==> src/rtl/scan_pkg.sv <==
package scan_pkg;

  typedef enum logic [1:0] {
    TB_FAST      = 2'd0,
    TB_FAST_HALF = 2'd1,
    TB_SLOW      = 2'd2,
    TB_SLOW_HALF = 2'd3
  } tb_sel_t;

  typedef enum logic [1:0] {
    SEQ_IDLE = 2'd0,
    SEQ_RUN  = 2'd1,
    SEQ_LAST = 2'd2
  } seq_state_t;

  localparam int OUT_CONV_BIT  = 0;
  localparam int OUT_SCAN_BIT  = 1;
  localparam int DEFAULT_TICKS = 20;
  localparam int MIN_TICKS     = 2;

endpackage

==> src/rtl/scan_prescaler.sv <==
module scan_prescaler #(
  parameter int DIV = 5
) (
  input  logic clk,
  input  logic rst_n,
  input  logic restart,
  output logic tick,
  output logic tick_half
);
  localparam int CW = (DIV > 1) ? $clog2(DIV) : 1;

  logic [CW-1:0] cnt_q, cnt_d;
  logic          half_q, half_d;

  assign tick      = (cnt_q == CW'(DIV - 1));
  assign tick_half = tick & half_q;

  always_comb begin
    cnt_d  = cnt_q;
    half_d = half_q;
    if (restart) begin
      cnt_d  = '0;
      half_d = 1'b0;
    end else if (tick) begin
      cnt_d  = '0;
      half_d = ~half_q;
    end else begin
      cnt_d  = cnt_q + 1'b1;
    end
  end

  always_ff @(posedge clk or negedge rst_n) begin
    if (!rst_n) begin
      cnt_q  <= '0;
      half_q <= 1'b0;
    end else begin
      cnt_q  <= cnt_d;
      half_q <= half_d;
    end
  end

  // the halved enable never fires twice in a row
  a_r3_half_spacing: assert property (@(posedge clk) disable iff (!rst_n)
    tick_half |=> !tick_half);

endmodule

==> src/rtl/scan_timebase.sv <==
module scan_timebase
  import scan_pkg::*;
#(
  parameter int FAST_DIV = 5,
  parameter int SLOW_DIV = 1000
) (
  input  logic    clk,
  input  logic    rst_n,
  input  logic    restart,
  input  tb_sel_t sel,
  output logic    tb_tick
);
  localparam int NBASE = 2;

  logic [NBASE-1:0] base_tick;
  logic [NBASE-1:0] base_half;

  for (genvar g = 0; g < NBASE; g++) begin : g_base
    localparam int GDIV = (g == 0) ? FAST_DIV : SLOW_DIV;
    scan_prescaler #(.DIV(GDIV)) u_pre (
      .clk       (clk),
      .rst_n     (rst_n),
      .restart   (restart),
      .tick      (base_tick[g]),
      .tick_half (base_half[g])
    );
  end

  always_comb begin
    unique case (sel)
      TB_FAST:      tb_tick = base_tick[0];
      TB_FAST_HALF: tb_tick = base_half[0];
      TB_SLOW:      tb_tick = base_tick[1];
      TB_SLOW_HALF: tb_tick = base_half[1];
      default:      tb_tick = base_tick[0];
    endcase
  end

endmodule

==> src/rtl/scan_spacer.sv <==
module scan_spacer
  import scan_pkg::*;
#(
  parameter int TICK_W = 16
) (
  input  logic              clk,
  input  logic              rst_n,
  input  logic              restart,
  input  logic              tb_tick,
  input  logic [TICK_W-1:0] ticks,
  output logic              fire
);
  logic [TICK_W-1:0] eff;
  logic [TICK_W-1:0] cnt_q, cnt_d;

  // tick counts below the minimum are raised to it
  assign eff  = (ticks < TICK_W'(MIN_TICKS)) ? TICK_W'(MIN_TICKS) : ticks;
  assign fire = tb_tick && (cnt_q == eff - 1'b1);

  always_comb begin
    cnt_d = cnt_q;
    if (restart)      cnt_d = '0;
    else if (fire)    cnt_d = '0;
    else if (tb_tick) cnt_d = cnt_q + 1'b1;
  end

  always_ff @(posedge clk or negedge rst_n) begin
    if (!rst_n) cnt_q <= '0;
    else        cnt_q <= cnt_d;
  end

  a_r5_min_spacing: assert property (@(posedge clk) disable iff (!rst_n)
    fire |=> !fire);

endmodule

==> src/rtl/scan_chanlist.sv <==
module scan_chanlist #(
  parameter int MAX_LIST = 16,
  parameter int CH_W     = 6
) (
  input  logic                        clk,
  input  logic                        rst_n,
  input  logic                        wr_en,
  input  logic [$clog2(MAX_LIST)-1:0] wr_addr,
  input  logic [CH_W-1:0]             wr_data,
  input  logic [$clog2(MAX_LIST)-1:0] rd_addr,
  output logic [CH_W-1:0]             rd_data
);
  logic [CH_W-1:0] ent_q [MAX_LIST];

  for (genvar e = 0; e < MAX_LIST; e++) begin : g_ent
    logic sel;
    assign sel = wr_en && (wr_addr == $clog2(MAX_LIST)'(e));
    always_ff @(posedge clk or negedge rst_n) begin
      if (!rst_n)   ent_q[e] <= '0;
      else if (sel) ent_q[e] <= wr_data;
    end
  end

  assign rd_data = ent_q[rd_addr];

endmodule

==> src/rtl/scan_sequencer.sv <==
module scan_sequencer
  import scan_pkg::*;
#(
  parameter int MAX_LIST = 16,
  parameter int CH_W     = 6
) (
  input  logic                          clk,
  input  logic                          rst_n,
  input  logic                          start,
  input  logic                          fire,
  input  logic                          delay,
  input  logic [$clog2(MAX_LIST+1)-1:0] len,
  input  logic [CH_W-1:0]               rd_data,
  output logic [$clog2(MAX_LIST)-1:0]   rd_addr,
  output logic                          launch,
  output logic                          scan_p,
  output logic                          conv_p,
  output logic [CH_W-1:0]               chan,
  output logic                          busy
);
  localparam int LW = $clog2(MAX_LIST + 1);
  localparam int AW = $clog2(MAX_LIST);

  seq_state_t      state_q, state_d;
  logic [LW-1:0]   idx_q, idx_d;
  logic            scan_q, scan_d;
  logic            conv_q, conv_d;
  logic [CH_W-1:0] chan_q, chan_d;

  assign launch  = (state_q == SEQ_IDLE) && start;
  assign rd_addr = (state_q == SEQ_IDLE) ? '0 : idx_q[AW-1:0];

  always_comb begin
    state_d = state_q;
    idx_d   = idx_q;
    scan_d  = 1'b0;
    conv_d  = 1'b0;
    chan_d  = chan_q;
    unique case (state_q)
      SEQ_IDLE: begin
        if (start) begin
          scan_d = 1'b1;
          idx_d  = '0;
          if (len == '0) begin
            state_d = SEQ_LAST;
          end else if (!delay) begin
            conv_d  = 1'b1;
            chan_d  = rd_data;
            idx_d   = LW'(1);
            state_d = (len == LW'(1)) ? SEQ_LAST : SEQ_RUN;
          end else begin
            state_d = SEQ_RUN;
          end
        end
      end
      SEQ_RUN: begin
        if (fire) begin
          conv_d = 1'b1;
          chan_d = rd_data;
          idx_d  = idx_q + 1'b1;
          if (idx_q + 1'b1 == len) state_d = SEQ_LAST;
        end
      end
      SEQ_LAST: state_d = SEQ_IDLE;
      default:  state_d = SEQ_IDLE;
    endcase
  end

  always_ff @(posedge clk or negedge rst_n) begin
    if (!rst_n) begin
      state_q <= SEQ_IDLE;
      idx_q   <= '0;
      scan_q  <= 1'b0;
      conv_q  <= 1'b0;
      chan_q  <= '0;
    end else begin
      state_q <= state_d;
      idx_q   <= idx_d;
      scan_q  <= scan_d;
      conv_q  <= conv_d;
      chan_q  <= chan_d;
    end
  end

  assign scan_p = scan_q;
  assign conv_p = conv_q;
  assign chan   = chan_q;
  assign busy   = (state_q != SEQ_IDLE);

  a_r8_start_ignored: assert property (@(posedge clk) disable iff (!rst_n)
    (busy && start) |=> !scan_q);

  a_r9_empty_list: assert property (@(posedge clk) disable iff (!rst_n)
    (launch && len == '0) |=> (!conv_q && state_q == SEQ_LAST));

endmodule

==> src/rtl/scan_conv_timer.sv <==
module scan_conv_timer
  import scan_pkg::*;
#(
  parameter int FAST_DIV = 5,
  parameter int SLOW_DIV = 1000,
  parameter int MAX_LIST = 16,
  parameter int CH_W     = 6,
  parameter int TICK_W   = 16
) (
  input  logic                          clk,
  input  logic                          rst_n,
  input  logic                          cfg_we,
  input  logic [1:0]                    cfg_tb_sel,
  input  logic [TICK_W-1:0]             cfg_ticks,
  input  logic                          cfg_delay,
  input  logic [1:0]                    cfg_out_sel,
  input  logic [$clog2(MAX_LIST+1)-1:0] cfg_len,
  input  logic                          list_we,
  input  logic [$clog2(MAX_LIST)-1:0]   list_addr,
  input  logic [CH_W-1:0]               list_data,
  input  logic                          start,
  output logic                          scan_strobe,
  output logic                          conv_strobe,
  output logic [CH_W-1:0]               conv_chan,
  output logic                          busy
);
  localparam int LW = $clog2(MAX_LIST + 1);
  localparam int AW = $clog2(MAX_LIST);

  tb_sel_t           sel_q, sel_d;
  logic [TICK_W-1:0] ticks_q, ticks_d;
  logic              delay_q, delay_d;
  logic [1:0]        outsel_q, outsel_d;
  logic [LW-1:0]     len_q, len_d;

  logic            cfg_ok;
  logic            list_ok;
  logic            launch;
  logic            tb_tick;
  logic            fire;
  logic            scan_p;
  logic            conv_p;
  logic [AW-1:0]   rd_addr;
  logic [CH_W-1:0] rd_data;

  assign cfg_ok  = cfg_we && !busy;
  assign list_ok = list_we && !busy;

  always_comb begin
    sel_d    = sel_q;
    ticks_d  = ticks_q;
    delay_d  = delay_q;
    outsel_d = outsel_q;
    len_d    = len_q;
    if (cfg_ok) begin
      sel_d    = tb_sel_t'(cfg_tb_sel);
      ticks_d  = cfg_ticks;
      delay_d  = cfg_delay;
      outsel_d = cfg_out_sel;
      len_d    = (cfg_len > LW'(MAX_LIST)) ? LW'(MAX_LIST) : cfg_len;
    end
  end

  always_ff @(posedge clk or negedge rst_n) begin
    if (!rst_n) begin
      sel_q    <= TB_FAST;
      ticks_q  <= TICK_W'(DEFAULT_TICKS);
      delay_q  <= 1'b1;
      outsel_q <= 2'b11;
      len_q    <= LW'(1);
    end else begin
      sel_q    <= sel_d;
      ticks_q  <= ticks_d;
      delay_q  <= delay_d;
      outsel_q <= outsel_d;
      len_q    <= len_d;
    end
  end

  scan_timebase #(.FAST_DIV(FAST_DIV), .SLOW_DIV(SLOW_DIV)) u_tb (
    .clk     (clk),
    .rst_n   (rst_n),
    .restart (launch),
    .sel     (sel_q),
    .tb_tick (tb_tick)
  );

  scan_spacer #(.TICK_W(TICK_W)) u_space (
    .clk     (clk),
    .rst_n   (rst_n),
    .restart (launch),
    .tb_tick (tb_tick),
    .ticks   (ticks_q),
    .fire    (fire)
  );

  scan_chanlist #(.MAX_LIST(MAX_LIST), .CH_W(CH_W)) u_list (
    .clk     (clk),
    .rst_n   (rst_n),
    .wr_en   (list_ok),
    .wr_addr (list_addr),
    .wr_data (list_data),
    .rd_addr (rd_addr),
    .rd_data (rd_data)
  );

  scan_sequencer #(.MAX_LIST(MAX_LIST), .CH_W(CH_W)) u_seq (
    .clk     (clk),
    .rst_n   (rst_n),
    .start   (start),
    .fire    (fire),
    .delay   (delay_q),
    .len     (len_q),
    .rd_data (rd_data),
    .rd_addr (rd_addr),
    .launch  (launch),
    .scan_p  (scan_p),
    .conv_p  (conv_p),
    .chan    (conv_chan),
    .busy    (busy)
  );

  assign scan_strobe = scan_p & outsel_q[OUT_SCAN_BIT];
  assign conv_strobe = conv_p & outsel_q[OUT_CONV_BIT];

  a_r1_scan_single: assert property (@(posedge clk) disable iff (!rst_n)
    scan_strobe |=> !scan_strobe);

  a_r2_conv_single: assert property (@(posedge clk) disable iff (!rst_n)
    conv_strobe |=> !conv_strobe);

  a_r7_busy_covers: assert property (@(posedge clk) disable iff (!rst_n)
    (scan_strobe || conv_strobe) |-> busy);

  a_r10_cfg_frozen: assert property (@(posedge clk) disable iff (!rst_n)
    (busy && $past(busy)) |-> ($stable(ticks_q) && $stable(len_q) && $stable(sel_q)));

  a_r12_chan_hold: assert property (@(posedge clk) disable iff (!rst_n)
    (!busy && !start) |=> $stable(conv_chan));

endmodule

==> config.mk <==
export PLATFORM = sky130hd
export DESIGN_NAME = scan_conv_timer
export DESIGN_NICKNAME = d
export VERILOG_FILES = /design/src/rtl/scan_pkg.sv /design/src/rtl/scan_prescaler.sv /design/src/rtl/scan_timebase.sv /design/src/rtl/scan_spacer.sv /design/src/rtl/scan_chanlist.sv /design/src/rtl/scan_sequencer.sv /design/src/rtl/scan_conv_timer.sv
export SDC_FILE = /design/constraint.sdc
export NUM_CORES = 1
export LEC_CHECK = 0
export CAP_MARGIN = 10
export CELL_PAD_IN_SITES_DETAIL_PLACEMENT = 1
export CELL_PAD_IN_SITES_GLOBAL_PLACEMENT = 2
export CORE_MARGIN = 1
export CORE_UTILIZATION = 48
export DETAILED_ROUTE_END_ITERATION = 8
export DONT_BUFFER_PORTS = 1
export PLACE_DENSITY = 0.95
export SYNTH_ARGS = -nofsm -noshare
export SYNTH_HDL_FRONTEND = slang
export SYNTH_SLANG_ARGS = --single-unit
export TNS_END_PERCENT = 10
==> constraint.sdc <==
create_clock -name clk -period 6.57 [get_ports clk]
set_clock_uncertainty 0.15 [all_clocks]
set_input_delay 0.657 -clock clk [delete_from_list [all_inputs] [get_ports clk]]
set_output_delay 0.657 -clock clk [all_outputs]
set_load 0.05 [all_outputs]
* After elaboration in Yosys (flattened, before gate mapping)
Index checks and enable logic that the tools add are counted.
Operators by class: add/sub/neg operators 5, multipliers 0, divide/modulo/power cells 0, order comparisons 3, equal/unequal tests 29, shift operators 0, mux-type cells 42, bitwise operators 7, reduce and logical (&&, ||, !) cells 33
Operators with widths (number):
- $mux W16 | 4
- $mux W6 | 6
- $eq A4 B4 Y1 const B | 8
- $bmux W6 S4 | 1
- $logic_and A1 B1 Y1 | 20
- $mux W10 | 2
- $mux W5 | 4
- $add A16 B1 Y16 const B | 1
- $eq A16 B16 Y1 | 1
- $eq A4 B3 Y1 const B | 4
- $lt A16 B2 Y1 const B | 1
- $sub A16 B1 Y16 const B | 1
- $mux W2 | 6
- $pmux W6 S2 | 1
- $mux W1 | 11
- $add A10 B1 Y10 const B | 1
- $eq A10 B10 Y1 const B | 1
- $pmux W5 S2 | 1
- $eq A4 B2 Y1 const B | 2
- $ne A2 B2 Y1 const B | 4
- $reduce_bool A2 Y1 | 4
- $mux W3 | 2
- $reduce_and A3 Y1 | 2
- $add A5 B1 Y5 const B | 1
- other kinds (23) | 30
Storage, ports and cells: flip-flop bits (word level) 168, bits in latches 0, RAM bits 0, memory bits (read-only) 0, output and inout port bits 9, logic and storage cells 150, memories 0

* Logic depth before layout (Yosys ltp)
Gate-level depths: netlist of the first run.
depth after elaboration 10, mapped depth 15, gate-level depth less buffers 13

* Hierarchy
A second synthesis of the first run with hierarchy kept.
Unflattened totals: cell total of the unflattened synthesis 691, area total of the unflattened synthesis 8779.7 µm²
Modules (own cells, without submodules):
- scan_chanlist | times used 1, cells an instance 281, area each 4455.5 µm², seq. area each 2402.3 µm²
- scan_spacer | times used 1, cells an instance 187, area each 1567.8 µm², seq. area each 400.4 µm²
- scan_conv_timer | times used 1, cells an instance 63, area each 1127.3 µm², seq. area each 658.1 µm²
- scan_sequencer | times used 1, cells an instance 83, area each 822.0 µm², seq. area each 375.4 µm²
- scan_prescaler (u_tb.g_base[1].u_pre) | times used 1, cells an instance 58, area each 580.6 µm², seq. area each 275.3 µm²
- scan_prescaler (u_tb.g_base[0].u_pre) | times used 1, cells an instance 18, area each 203.9 µm², seq. area each 100.1 µm²
- scan_timebase | times used 1, cells an instance 1, area each 22.5 µm², seq. area each 0.0 µm²

* Least setup slack after synthesis of the first run
No wires, ideal clock.
path kind register to register, start register ticks_q[7], end register u_seq.chan_q[0], in the netlist u_seq.chan[0], setup time 0.125 ns, arrival time 3.983 ns, setup slack 2.312 ns, cell stages (with the launch flop) 14, path buffers 0, clock period less this slack 4.258 ns, cells stage by stage dfrtp_1 > or4_4 > nor4_2 > and2_2 > nand2b_1 > ha_1 > or4b_1 > or3_1 > a32oi_1 > a21oi_1 > nor4b_4 > nand4_4 > o21ai_4 > mux2_4
On the way: longest elaborated chain between the ends 7
RTL lines:
- start: declaration | line scan_conv_timer.sv:31 | logic [TICK_W-1:0] ticks_q, ticks_d;
- start signal: assignment | line scan_conv_timer.sv:67 | ticks_q <= TICK_W'(DEFAULT_TICKS);
- start signal: assignment | line scan_conv_timer.sv:73 | ticks_q <= ticks_d;
- $lt A16 B2 Y1 | line scan_spacer.sv:17 | assign eff = (ticks < TICK_W'(MIN_TICKS)) ? TICK_W'(MIN_TICKS) : ticks;
- $mux W16 * | line scan_spacer.sv:17
- $sub A16 B1 Y16 * | line scan_spacer.sv:18 | assign fire = tb_tick && (cnt_q == eff - 1'b1);
- $eq A16 B16 Y1 * | line scan_spacer.sv:18
- $logic_and A1 B1 Y1 * | line scan_spacer.sv:18
- $ne A2 B2 Y1 (no source line) *
- $reduce_and A5 Y1 (no source line) *
- end signal: assignment | line scan_sequencer.sv:81 | chan_q <= chan_d;
- end: declaration | line scan_sequencer.sv:28 | logic [CH_W-1:0] chan_q, chan_d;
Every way passes the cells marked *; elsewhere a longest branch is shown, timed or not. A chain may end at the register's enable or synchronous reset.

* Worst setup path after layout of the first run
start register ticks_q[7], end register u_seq.chan_q[1], in the netlist u_seq.chan[1]
Same word-level chain as after synthesis.

==> results of run 1 <==
==> cell usage in the layout (no fill, tap or decap), types with 3 or more instances in the layout <==
master	instances
mux2_2	124
inv_1	11
xor2_1	26
clkbuf_16	17
nor4_1	5
nand2b_1	9
dfrtp_1	162
mux2i_1	21
buf_4	4
mux4_2	12
nand4_1	5
o22ai_1	6
a21oi_1	19
nand3_1	15
or3_1	4
a221oi_1	6
xnor2_1	24
nor2_1	54
dfstp_2	6
ha_1	6
mux2_4	6
and2_1	3
and3_1	10
o21ai_0	23
nand2_1	38
inv_6	8
nor2b_1	4
nor3_1	10
or4_1	5
==> logic make-up (layout without fill, tap and decap cells) <==
group,count (synthesis),count (layout),share of synthesized area (%)
buf+inv,39,49,1.783
flops,168,168,50.87
compound gates,71,71,5.667
fa+ha+maj,6,6,0.9067
simple gates,182,182,11.73
mux,163,163,23.76
xor+xnor,50,50,5.289
==> stage by stage <==
step	std cells	hold slack, ns	setup WS, ns
final	909	0.03283	1.735
after global routing	909	0.1373	1.390
after CTS	909	0.1283	1.765
after detailed placement	876	0.2178	1.851
after global placement	876	0.2168	1.975
after floorplan	679	0.2114	2.312
==> worst max-delay path, delay by kind of cell, from the launching register on <==
| kind | cells | cell delay (ns) |
|---|---|---|
| AO/OA/AOI/OAI | 3 | 0.58 |
| adder cells (fa/ha/maj) | 1 | 0.21 |
| flip-flops | 1 | 0.47 |
| multiplexers | 1 | 0.34 |
| AND/OR/NAND/NOR | 8 | 2.97 |
==> path summary, 6_finish.rpt <==
| kind | slack, ns | to | cells past startpoint | from |
|---|---|---|---|---|
| min reg2reg | 0.35 | u_tb.g_base[1].u_pre.cnt_q[0] | 1 | u_tb.g_base[1].u_pre.cnt_q[0] |
| max reg2reg | 1.74 | u_seq.chan[1] | 13 | ticks_q[7] |
| min in group clk | 0.19 | len_q[0] | 2 | cfg_len[0] |
| max | 1.74 | u_seq.chan[1] | 13 | ticks_q[7] |
| max in group asynchronous | 5.51 | u_list.ent_q[55] | 1 | rst_n |
| min | 0.03 | ticks_q[1] | 1 | rst_n |
==> per-layer routing <==
metal  global-route usage, %  part of all wire, %  vias to the layer above
li1                        -                    -                     2432
met1                   33.12                   46                     2883
met4                   8.902                  1.8                        0
met5                       0                    0                        -
met3                   5.822                  4.7                       24
met2                   37.85                   48                      109
==> power groups by stage <==
stage	Clock, mW	Combinational, mW	Sequential [mW]
floorplan	0	0.00814	1.05
finish	1.03	0.0246	1.03
global route	1.08	0.0294	1.03
detailed placement	0	0.00361	1.05
CTS	1.05	0.0260	1.03
global placement	0	0.00351	1.05
==> layout make-up <==
cell class | count | area [um2] | share of cell area, %
multi-input cells | 472 | 3920 | 43.04
repair buffers | 5 | 57.56 | 0.6320
inverters | 12 | 45.04 | 0.4946
well taps | 220 | 275.3 | 3.022
clock inverters | 13 | 155.1 | 1.704
flip-flops and latches | 168 | 4212 | 46.24
clock buffers | 19 | 442.9 | 4.863
==> flip-flops by register name (all words and copies together), names as in the netlist, 5 cells and up <==
register,flops
u_seq.idx_q,5
u_list.ent_q,96
ticks_q,16
u_space.cnt_q,16
len_q,5
u_tb.g_base.u_pre.cnt_q,13
u_seq.chan,6
==> impl_results.md, run 1 <==
- I/O Pins: 50
- FF+latch count, synth: 168
- Area Growth Syn to Fin: 10.00%
- PwrDens: 229.0 nW/um2
- CTS resizes: 0
- Total negative setup slack: 0 ns
- CTS tree: yes
- TritonRoute pass-1 iters: 5
- CTS root buf: clkbuf_16
- Min Tclk post-route: 4.835 ns
- Net count, final: 723
- Util after Layout: 54.53%
- Die Span Y: 133.3 um
- Clock Latency Late Sink: 0.44 ns
- H-tree depth reported by CTS: 4
- Clock share of power: 49.2%
- Slowest CP cell: or4_4
- CP Cell Sequence: or4_4 > nor4_2 > and2_2 > nand2b_1 > ha_1 > or4b_1 > or3_1 > a32oi_1 > a21oi_1 > nor4b_4 > nand4_4 > o21ai_4 > mux2_4
- Drc violations: 0
- Detailed Place HPWL: 13.74 mm
- Static Leak: 4.377 nW
- Ys Warns: 0
- Final instance area: 9107 um2
- Register share of total power: 49.6%
- CORE AREA: 16700 um2
- Dominant register cell in the synthesized netlist: dfrtp_1
- Unrepaired setup endpoints after global routing: false
- Number of hold buffers added after CTS: 1
- Overflow after GRT: 0
- Initial Utilization: 49.57%
- WS Path Type: reg -> reg
- Die X: 133.3 um
- Required time worst endpoint: 6.73 ns
- Slew Viols, Final: 0
- Most frequent cell after synthesis: dfrtp_1
- CTS max path bufs: 2
- EDFF count, synth: 0
- Ys async rst share: 100.0%
- Routed via count: 5448
- Synthesized area: 8279 um2
- Antenna-violating nets left: 0
- Max cap viols: 0
- Setup-failing EPs final: 0
- Synth top area cells: dfrtp_1 49%, mux2_2 17%, mux4_2 3.3%, xor2_1 2.8%, mux2i_1 2.5%
- Ratio of cells with drive above 1 in the final layout: 28.59%
- First-pass GRT wire length: 32.81 mm
- # rows: 47
- Post-synth cell types: 62
- Crit. End Element: flip-flop
- Clk slew on worst S/H paths: 0.07 ns
- Maximum vdd drop: 0.1884 mV
- WL/cell: 21.95 um
- Syn Area/Cell: 12.19 um2
- Overall routing resource usage: 24.29%
- F_max: 206.8 MHz
- Vias in the first global route: 5929
- Hold WC Path Type: in -> async
- Worst Tran Pin Value: 1.083 ns
- Slew HR: 27.82%
- Antenna Cells: 0
- Comb pwr share: 1.2%
- Sink Count: 168
- Synthesized instance count: 679
- Fillers: 1689
- TritonCTS Buffers: 17
- Port Buffer Count: 0
- Tot Pwr: 2.086 mW
- Largest net degree at the start of global routing: 169
- Maximum fanout along the worst path: 8
- Detailed-route wire length: 19.95 mm
- Outcome: finished, final reports clean
- RePlAce Congestion: 0.8297
- Cell Area, Placed: 8482 um2
- CP peak stage delay: 0.58 ns
- Antenna violations before repair: 0
- Sw Share: 22.30%
- Final hold vios: 0
- Syn nets: 726
- Share of the synthesized area in the top cell type: 48.96%
- Sequential share of the synthesized area: 50.87%
- Post-DR vias/cell: 5.993
- First DRT Iteration DRCs: 269
- Synth area leader: dfrtp_1
- Die area: 17780 um2
- Tcrit/Tclk final: 73.58%
- Worst EP arrival: 5.00 ns
- Setup bufs post-CTS: 0
- Net Sw Power: 0.4651 mW
- Synth top cells by count: 162 x dfrtp_1, 124 x mux2_2, 54 x nor2_1
- Pint: 1.621 mW
- Critical path launch point type: flip-flop
No activity file was read; power rests on OpenSTA's default activity.
==> run 2: changes to the inputs <==
Settings changed: CORE_UTILIZATION 48 to 44, PLACE_DENSITY 0.95 to 0.9.
Clock period 6.57 ns to 4.54 ns, I/O delays scaled along.
==> impl_results.md, run 2 (synthesized netlist as in run 1, its figures left out) <==
- Outcome: finished with violations (was finished, final reports clean)
- Violated checks: design-rule violations
- Pint: 2.252 mW (was 1.621 mW)
- Drc violations: 4 (was 0)
- Setup-failing EPs final: 0 (unchanged)
- H-tree depth reported by CTS: 4 (unchanged)
- CTS root buf: clkbuf_16 (unchanged)
- RePlAce Congestion: 0.8209 (was 0.8297)
- Commonest non-fill, non-tap cell in the layout: dfrtp_1 (unchanged)
- Tcrit/Tclk final: 96.06% (was 73.58%)
- Comb pwr share: 1.6% (was 1.2%)
- Net count, final: 742 (was 723)
- WL/cell: 21.39 um (was 21.95 um)
- Min Tclk post-route: 4.361 ns (was 4.835 ns)
- Detailed Place HPWL: 13.97 mm (was 13.74 mm)
- Antenna Cells: 0 (unchanged)
- Vias in the first global route: 5989 (was 5929)
- Most flops, register: u_list.ent_q (unchanged)
- Net Sw Power: 0.7209 mW (was 0.4651 mW)
- Largest net degree at the start of global routing: 169 (unchanged)
- Ratio of cells with drive above 1 in the final layout: 29.38% (was 28.59%)
- Final hold vios: 0 (unchanged)
- F_max: 229.3 MHz (was 206.8 MHz)
- Die area: 19370 um2 (was 17780 um2)
- TritonRoute pass-1 iters: 6 (was 5)
- WS Path Type: reg -> reg (unchanged)
- Worst Tran Pin Value: 1.121 ns (was 1.083 ns)
- Routed via count: 5468 (was 5448)
- Max cap viols: 0 (unchanged)
- First-pass GRT wire length: 33.28 mm (was 32.81 mm)
- Maximum fanout along the worst path: 8 (unchanged)
- Register share of total power: 50.3% (was 49.6%)
- Fin worst setup slack: 0.1790 ns (was 1.735 ns)
- Clock share of power: 48.1% (was 49.2%)
- CTS tree: yes (unchanged)
- Die Span Y: 139.2 um (was 133.3 um)
- Static Leak: 4.479 nW (was 4.377 nW)
- Util after Layout: 51.27% (was 54.53%)
- Post-DR vias/cell: 5.836 (was 5.993)
- CORE AREA: 18210 um2 (was 16700 um2)
- Port Buffer Count: 0 (unchanged)
- I/O Pins: 50 (unchanged)
- Antenna-violating nets left: 0 (unchanged)
- PwrDens: 318.4 nW/um2 (was 229.0 nW/um2)
- Antenna violations before repair: 0 (unchanged)
- Critical path launch point type: flip-flop (unchanged)
- Initial Utilization: 45.47% (was 49.57%)
- Commonest non-fill, non-tap cells in the layout: 162 x dfrtp_1, 124 x mux2_2, 54 x nor2_1, 37 x nand2_1, 26 x xor2_1 (was 162 x dfrtp_1, 124 x mux2_2, 54 x nor2_1, 38 x nand2_1, 26 x xor2_1)
- Required time worst endpoint: 4.70 ns (was 6.73 ns)
- Sw Share: 24.25% (was 22.30%)
- First DRT Iteration DRCs: 254 (was 269)
- Overflow after GRT: 0 (unchanged)
- Hold WC Path Type: in -> reg (was in -> async)
- Maximum vdd drop: 0.2473 mV (was 0.1884 mV)
- Crit. End Element: flip-flop (unchanged)
- Sink Count: 168 (unchanged)
- Placed Cells: 889 (was 876)
- Final non-filler cell total: 937 (was 909)
- TritonCTS Buffers: 17 (unchanged)
- CTS max path bufs: 2 (unchanged)
- Slew HR: 25.30% (was 27.82%)
- Clock Latency Late Sink: 0.44 ns (about the same)
- Area Growth Syn to Fin: 12.77% (was 10.00%)
- Overall routing resource usage: 22.35% (was 24.29%)
- Largest regs: u_list.ent_q: 96 flops, ticks_q: 16 flops, u_space.cnt_q: 16 flops (unchanged)
- Max reg flops: 96 (unchanged)
- Dpl ws: 0.04208 ns (was 1.851 ns)
- Detailed-route wire length: 20.04 mm (was 19.95 mm)
- # rows: 49 (was 47)
- Worst EP arrival: 4.52 ns (was 5.00 ns)
- Slew Viols, Final: 0 (unchanged)
- Clk slew on worst S/H paths: 0.08 ns (was 0.07 ns)
- Die X: 139.2 um (was 133.3 um)
==> run 2: cell types whose count changed in the layout (fill, tap and decap cells not counted), moves of 2 or more <==
cell,previous run,this run
clkinv_8,0,4
inv_6,8,1
buf_4,4,9
dlygate4sd3_1,0,13
inv_8,1,6
bufinv_16,2,0
clkinv_4,1,3
==> run 2: layer usage <==
layer | GRT usage, % | wire (um)
met5 | 0 | 0
met4 | 5.205 | 184
met3 | 5.594 | 875
met2 | 36.52 | 9793
met1 | 29.96 | 9189
==> run 2: critical path, cell delays in order (launching register included) <==
cell      delay, ns
dfrtp_1        0.44
or4_4          0.57
nor4_4         0.29
and2_4         0.20
nand2b_1       0.11
ha_2           0.21
or4b_4         0.50
or3_1          0.32
a32oi_1        0.19
a21oi_1        0.12
nor4b_4        0.22
buf_4          0.18
nand4_4        0.18
o21ai_4        0.22
mux2_4         0.34
==> run 2: per-stage QoR <==
| step | total power, mW | area [um2] | hold slack (ns) | setup TNS (ns) |
|---|---|---|---|---|
| 2_1_floorplan | 1.537 | 8279 | 0.008409 | 0 |
| 3_3_place_gp | 1.530 | 8523 | 0.01337 | 0 |
| 3_5_place_dp | 1.530 | 8523 | 0.01413 | 0 |
| 4_1_cts | 3.007 | 9229 | 0.0001331 | 0 |
| 5_1_grt | 3.071 | 9336 | 0.0007305 | -0.03889 |
| 6_report | 2.973 | 9336 | 0.01562 | 0 |
==> run 2: cell type report <==
cell class              instances  area [um2]
multi-input cells             472        3943
clock inverters                15       172.7
flip-flops and latches        168        4212
fillers                      1824        8872
inverters                      12       45.04
clock buffers                  17       425.4
well taps                     229       286.5
repair buffers                 24       252.7
==> run 2: worst paths after layout <==
check / from / endpoint / slack (ns) / cells past startpoint
max in group asynchronous: rst_n / u_space.cnt_q[4] / 3.01 / 2
min: list_data[5] / u_list.ent_q[41] / 0.02 / 1
min in group asynchronous: rst_n / ticks_q[1] / 0.47 / 2
max reg2reg: ticks_q[12] / u_seq.chan[5] / 0.18 / 14
min reg2reg: u_tb.g_base[1].u_pre.cnt_q[0] / u_tb.g_base[1].u_pre.cnt_q[0] / 0.35 / 1
max: ticks_q[12] / u_seq.chan[5] / 0.18 / 14
==> run 2: power groups by stage <==
stage | clock network (mW) | logic, mW | registers (mW)
after floorplan | 0 | 0.0118 | 1.53
after global placement | 0 | 0.00511 | 1.52
after detailed placement | 0 | 0.00530 | 1.52
after CTS | 1.47 | 0.0448 | 1.50
after global routing | 1.52 | 0.0540 | 1.50
final | 1.43 | 0.0461 | 1.50
==> run 2: timing repair <==
item                       CTS  global route
setup endpoints to repair    0            23
resized for setup            0             6
hold endpoints to repair   179             5
hold buffers                 9             5
buffers inserted             0             1
==> run 3: changes to the inputs <==
Settings changed: CORE_ASPECT_RATIO set to 1.25.
==> impl_results.md, run 3 (synthesized netlist as in run 1, its figures left out) <==
- Commonest non-fill, non-tap cells in the layout: 161 x dfrtp_1, 124 x mux2_2, 54 x nor2_1, 37 x nand2_1, 26 x xor2_1 (was 162 x dfrtp_1, 124 x mux2_2, 54 x nor2_1, 37 x nand2_1, 26 x xor2_1)
- Comb pwr share: 1.6% (about the same)
- First DRT Iteration DRCs: 283 (was 254)
- Net Sw Power: 0.7443 mW (was 0.7209 mW)
- Overflow after GRT: 0 (unchanged)
- Min Tclk post-route: 4.371 ns (was 4.361 ns)
- Pint: 2.313 mW (was 2.252 mW)
- Detailed-route wire length: 20.71 mm (was 20.04 mm)
- CTS root buf: clkbuf_16 (unchanged)
- Tot Pwr: 3.057 mW (was 2.973 mW)
- CP Cell Sequence: or4_4 > nor4_4 > and2_4 > nand2b_1 > ha_2 > or4b_4 > or3_1 > a32oi_2 > a21oi_2 > nor4b_4 > nand4_4 > o21ai_4 > mux2_4 (was or4_4 > nor4_4 > and2_4 > nand2b_1 > ha_2 > or4b_4 > or3_1 > a32oi_1 > a21oi_1 > nor4b_4 > buf_4 > nand4_4 > o21ai_4 > mux2_4)
- Port Buffer Count: 0 (unchanged)
- Slew HR: 40.32% (was 25.30%)
- Largest net degree at the start of global routing: 169 (unchanged)
- RePlAce Congestion: 0.8677 (was 0.8209)
- Total negative setup slack: 0 ns (unchanged)
- First-pass GRT wire length: 34.02 mm (was 33.28 mm)
- Area Growth Syn to Fin: 14.05% (was 12.77%)
- H-tree depth reported by CTS: 4 (unchanged)
- Ratio of cells with drive above 1 in the final layout: 30.39% (was 29.38%)
- Antenna Cells: 0 (unchanged)
- TritonRoute pass-1 iters: 4 (was 6)
- Cell Area, Placed: 8529 um2 (was 8523 um2)
- Routed via count: 5505 (was 5468)
- Slowest CP cell: or4_4 (unchanged)
- Final hold vios: 0 (unchanged)
- Max cap viols: 0 (unchanged)
- Final instance area: 9443 um2 (was 9336 um2)
- Vias in the first global route: 6224 (was 5989)
- Sw Share: 24.35% (was 24.25%)
- TritonCTS Buffers: 17 (unchanged)
- # rows: 55 (was 49)
- Clk slew on worst S/H paths: 0.08 ns (about the same)
- Most flops, register: u_list.ent_q (unchanged)
- Clock Latency Late Sink: 0.44 ns (about the same)
- Commonest non-fill, non-tap cell in the layout: dfrtp_1 (unchanged)
- Detailed Place HPWL: 13.99 mm (was 13.97 mm)
- CORE AREA: 18240 um2 (was 18210 um2)
- Overall routing resource usage: 22.68% (was 22.35%)
- Worst EP arrival: 4.54 ns (was 4.52 ns)
- CP peak stage delay: 0.56 ns (was 0.57 ns)
- CTS max path bufs: 2 (unchanged)
- Net count, final: 748 (was 742)
- Critical path launch point type: flip-flop (unchanged)
- Hold WC Path Type: in -> reg (unchanged)
- Post-DR vias/cell: 5.844 (was 5.836)
- F_max: 228.8 MHz (was 229.3 MHz)
- Initial Utilization: 45.40% (was 45.47%)
- Drc violations: 0 (was 4)
- Static Leak: 4.530 nW (was 4.479 nW)
- Fillers: 1829 (was 1824)
- Register share of total power: 48.9% (was 50.3%)
- Die area: 19370 um2 (about the same)
- Crit. End Element: flip-flop (unchanged)
- WS Path Type: reg -> reg (unchanged)
- Required time worst endpoint: 4.71 ns (was 4.70 ns)
- Maximum fanout along the worst path: 8 (unchanged)
- Outcome: finished, final reports clean (was finished with violations)
- Antenna violations before repair: 0 (unchanged)
- Die Span Y: 155.4 um (was 139.2 um)
- PwrDens: 323.7 nW/um2 (was 318.4 nW/um2)
- I/O Pins: 50 (unchanged)
- WL/cell: 21.98 um (was 21.39 um)
- Clock share of power: 49.5% (was 48.1%)
- Tcrit/Tclk final: 96.27% (was 96.06%)
- Maximum vdd drop: 0.2459 mV (was 0.2473 mV)
- Largest regs: u_list.ent_q: 96 flops, ticks_q: 16 flops, u_space.cnt_q: 16 flops (unchanged)
- Setup-failing EPs final: 0 (unchanged)
- Sink Count: 168 (unchanged)
- Antenna-violating nets left: 0 (unchanged)
- Max reg flops: 96 (unchanged)
- Slew Viols, Final: 0 (unchanged)
- CTS tree: yes (unchanged)
- Worst Tran Pin Value: 0.8884 ns (was 1.121 ns)
- Die X: 124.7 um (was 139.2 um)
[run 3: changes by cell type in the layout (fill, tap and decap cells not counted), moves of 2 or more]
cell	previous run	this run
buf_4	9	15
clkinv_8	4	7
clkinv_4	3	1
inv_8	6	4
[run 3: worst max-delay path: cells and delay by family, from the launching register on]
| family | cells | cell delay, ns |
|---|---|---|
| AOI/OAI and AO/OA | 3 | 0.54 |
| adders and majority gates | 1 | 0.21 |
| DFF | 1 | 0.44 |
| muxes | 1 | 0.34 |
| and+or+nand+nor | 8 | 2.57 |
[run 3: stage by stage]
| stage | setup slack [ns] | util, % | hold WS (ns) | instances |
|---|---|---|---|---|
| 2_1_floorplan | 0.2816 | - | 0.008409 | 679 |
| 3_3_place_gp | 0.05346 | 46.77 | 0.01816 | 889 |
| 3_5_place_dp | 0.002691 | 46.77 | 0.01670 | 889 |
| 4_1_cts | 0.04494 | 51.03 | 0.0007846 | 933 |
| 5_1_grt | -0.008185 | 51.78 | 0.0003297 | 942 |
| 6_report | 0.1693 | 51.78 | 0.01227 | 942 |
[run 3: layer usage]
metal,up-vias,share of wire (%),wire (um),track usage [%]
met5,-,0.15,32,1.279
met2,85,52,10810,39.28
met1,2906,42,8649,27.60
met3,35,3.4,695,4.195
met4,2,2.5,526,9.696
li1,2477,-,-,-
[run 3: layout make-up]
type	count	area (um2)	area share, %
flip-flops and latches	168	4213	44.61
well taps	228	285.3	3.021
multi-input cells	472	3963	41.96
clock inverters	15	214.0	2.266
repair buffers	30	297.8	3.154
inverters	12	45.04	0.4770
clock buffers	17	425.4	4.505
[run 3: path summary, 6_finish.rpt]
| kind | cells past startpoint | to | start | slack (ns) |
|---|---|---|---|---|
| setup / recovery | 13 | u_seq.chan[5] | ticks_q[12] | 0.17 |
| hold / removal | 1 | u_list.ent_q[7] | list_data[1] | 0.01 |
| setup reg to reg | 13 | u_seq.chan[5] | ticks_q[12] | 0.17 |
| hold reg to reg | 1 | u_tb.g_base[1].u_pre.cnt_q[0] | u_tb.g_base[1].u_pre.cnt_q[0] | 0.34 |
| max in group asynchronous | 2 | ticks_q[12] | rst_n | 3.07 |
| min in group asynchronous | 2 | u_tb.g_base[1].u_pre.cnt_q[8] | rst_n | 0.55 |
[run 3: power by group through the flow]
stage,Combinational (mW),Sequential [mW],Clock [mW]
after floorplan,0.0118,1.53,0
after global placement,0.00518,1.52,0
after detailed placement,0.00543,1.52,0
after CTS,0.0487,1.50,1.54
after global routing,0.0555,1.50,1.60
final,0.0479,1.50,1.51
[run 3: what timing repair did]
item	in CTS	in global routing
gates resized for setup	0	10
pin swaps	1	2
endpoints found under the hold margin	186	2
buffers inserted	0	6
endpoints found under the setup margin	9	23
hold buffers	12	2
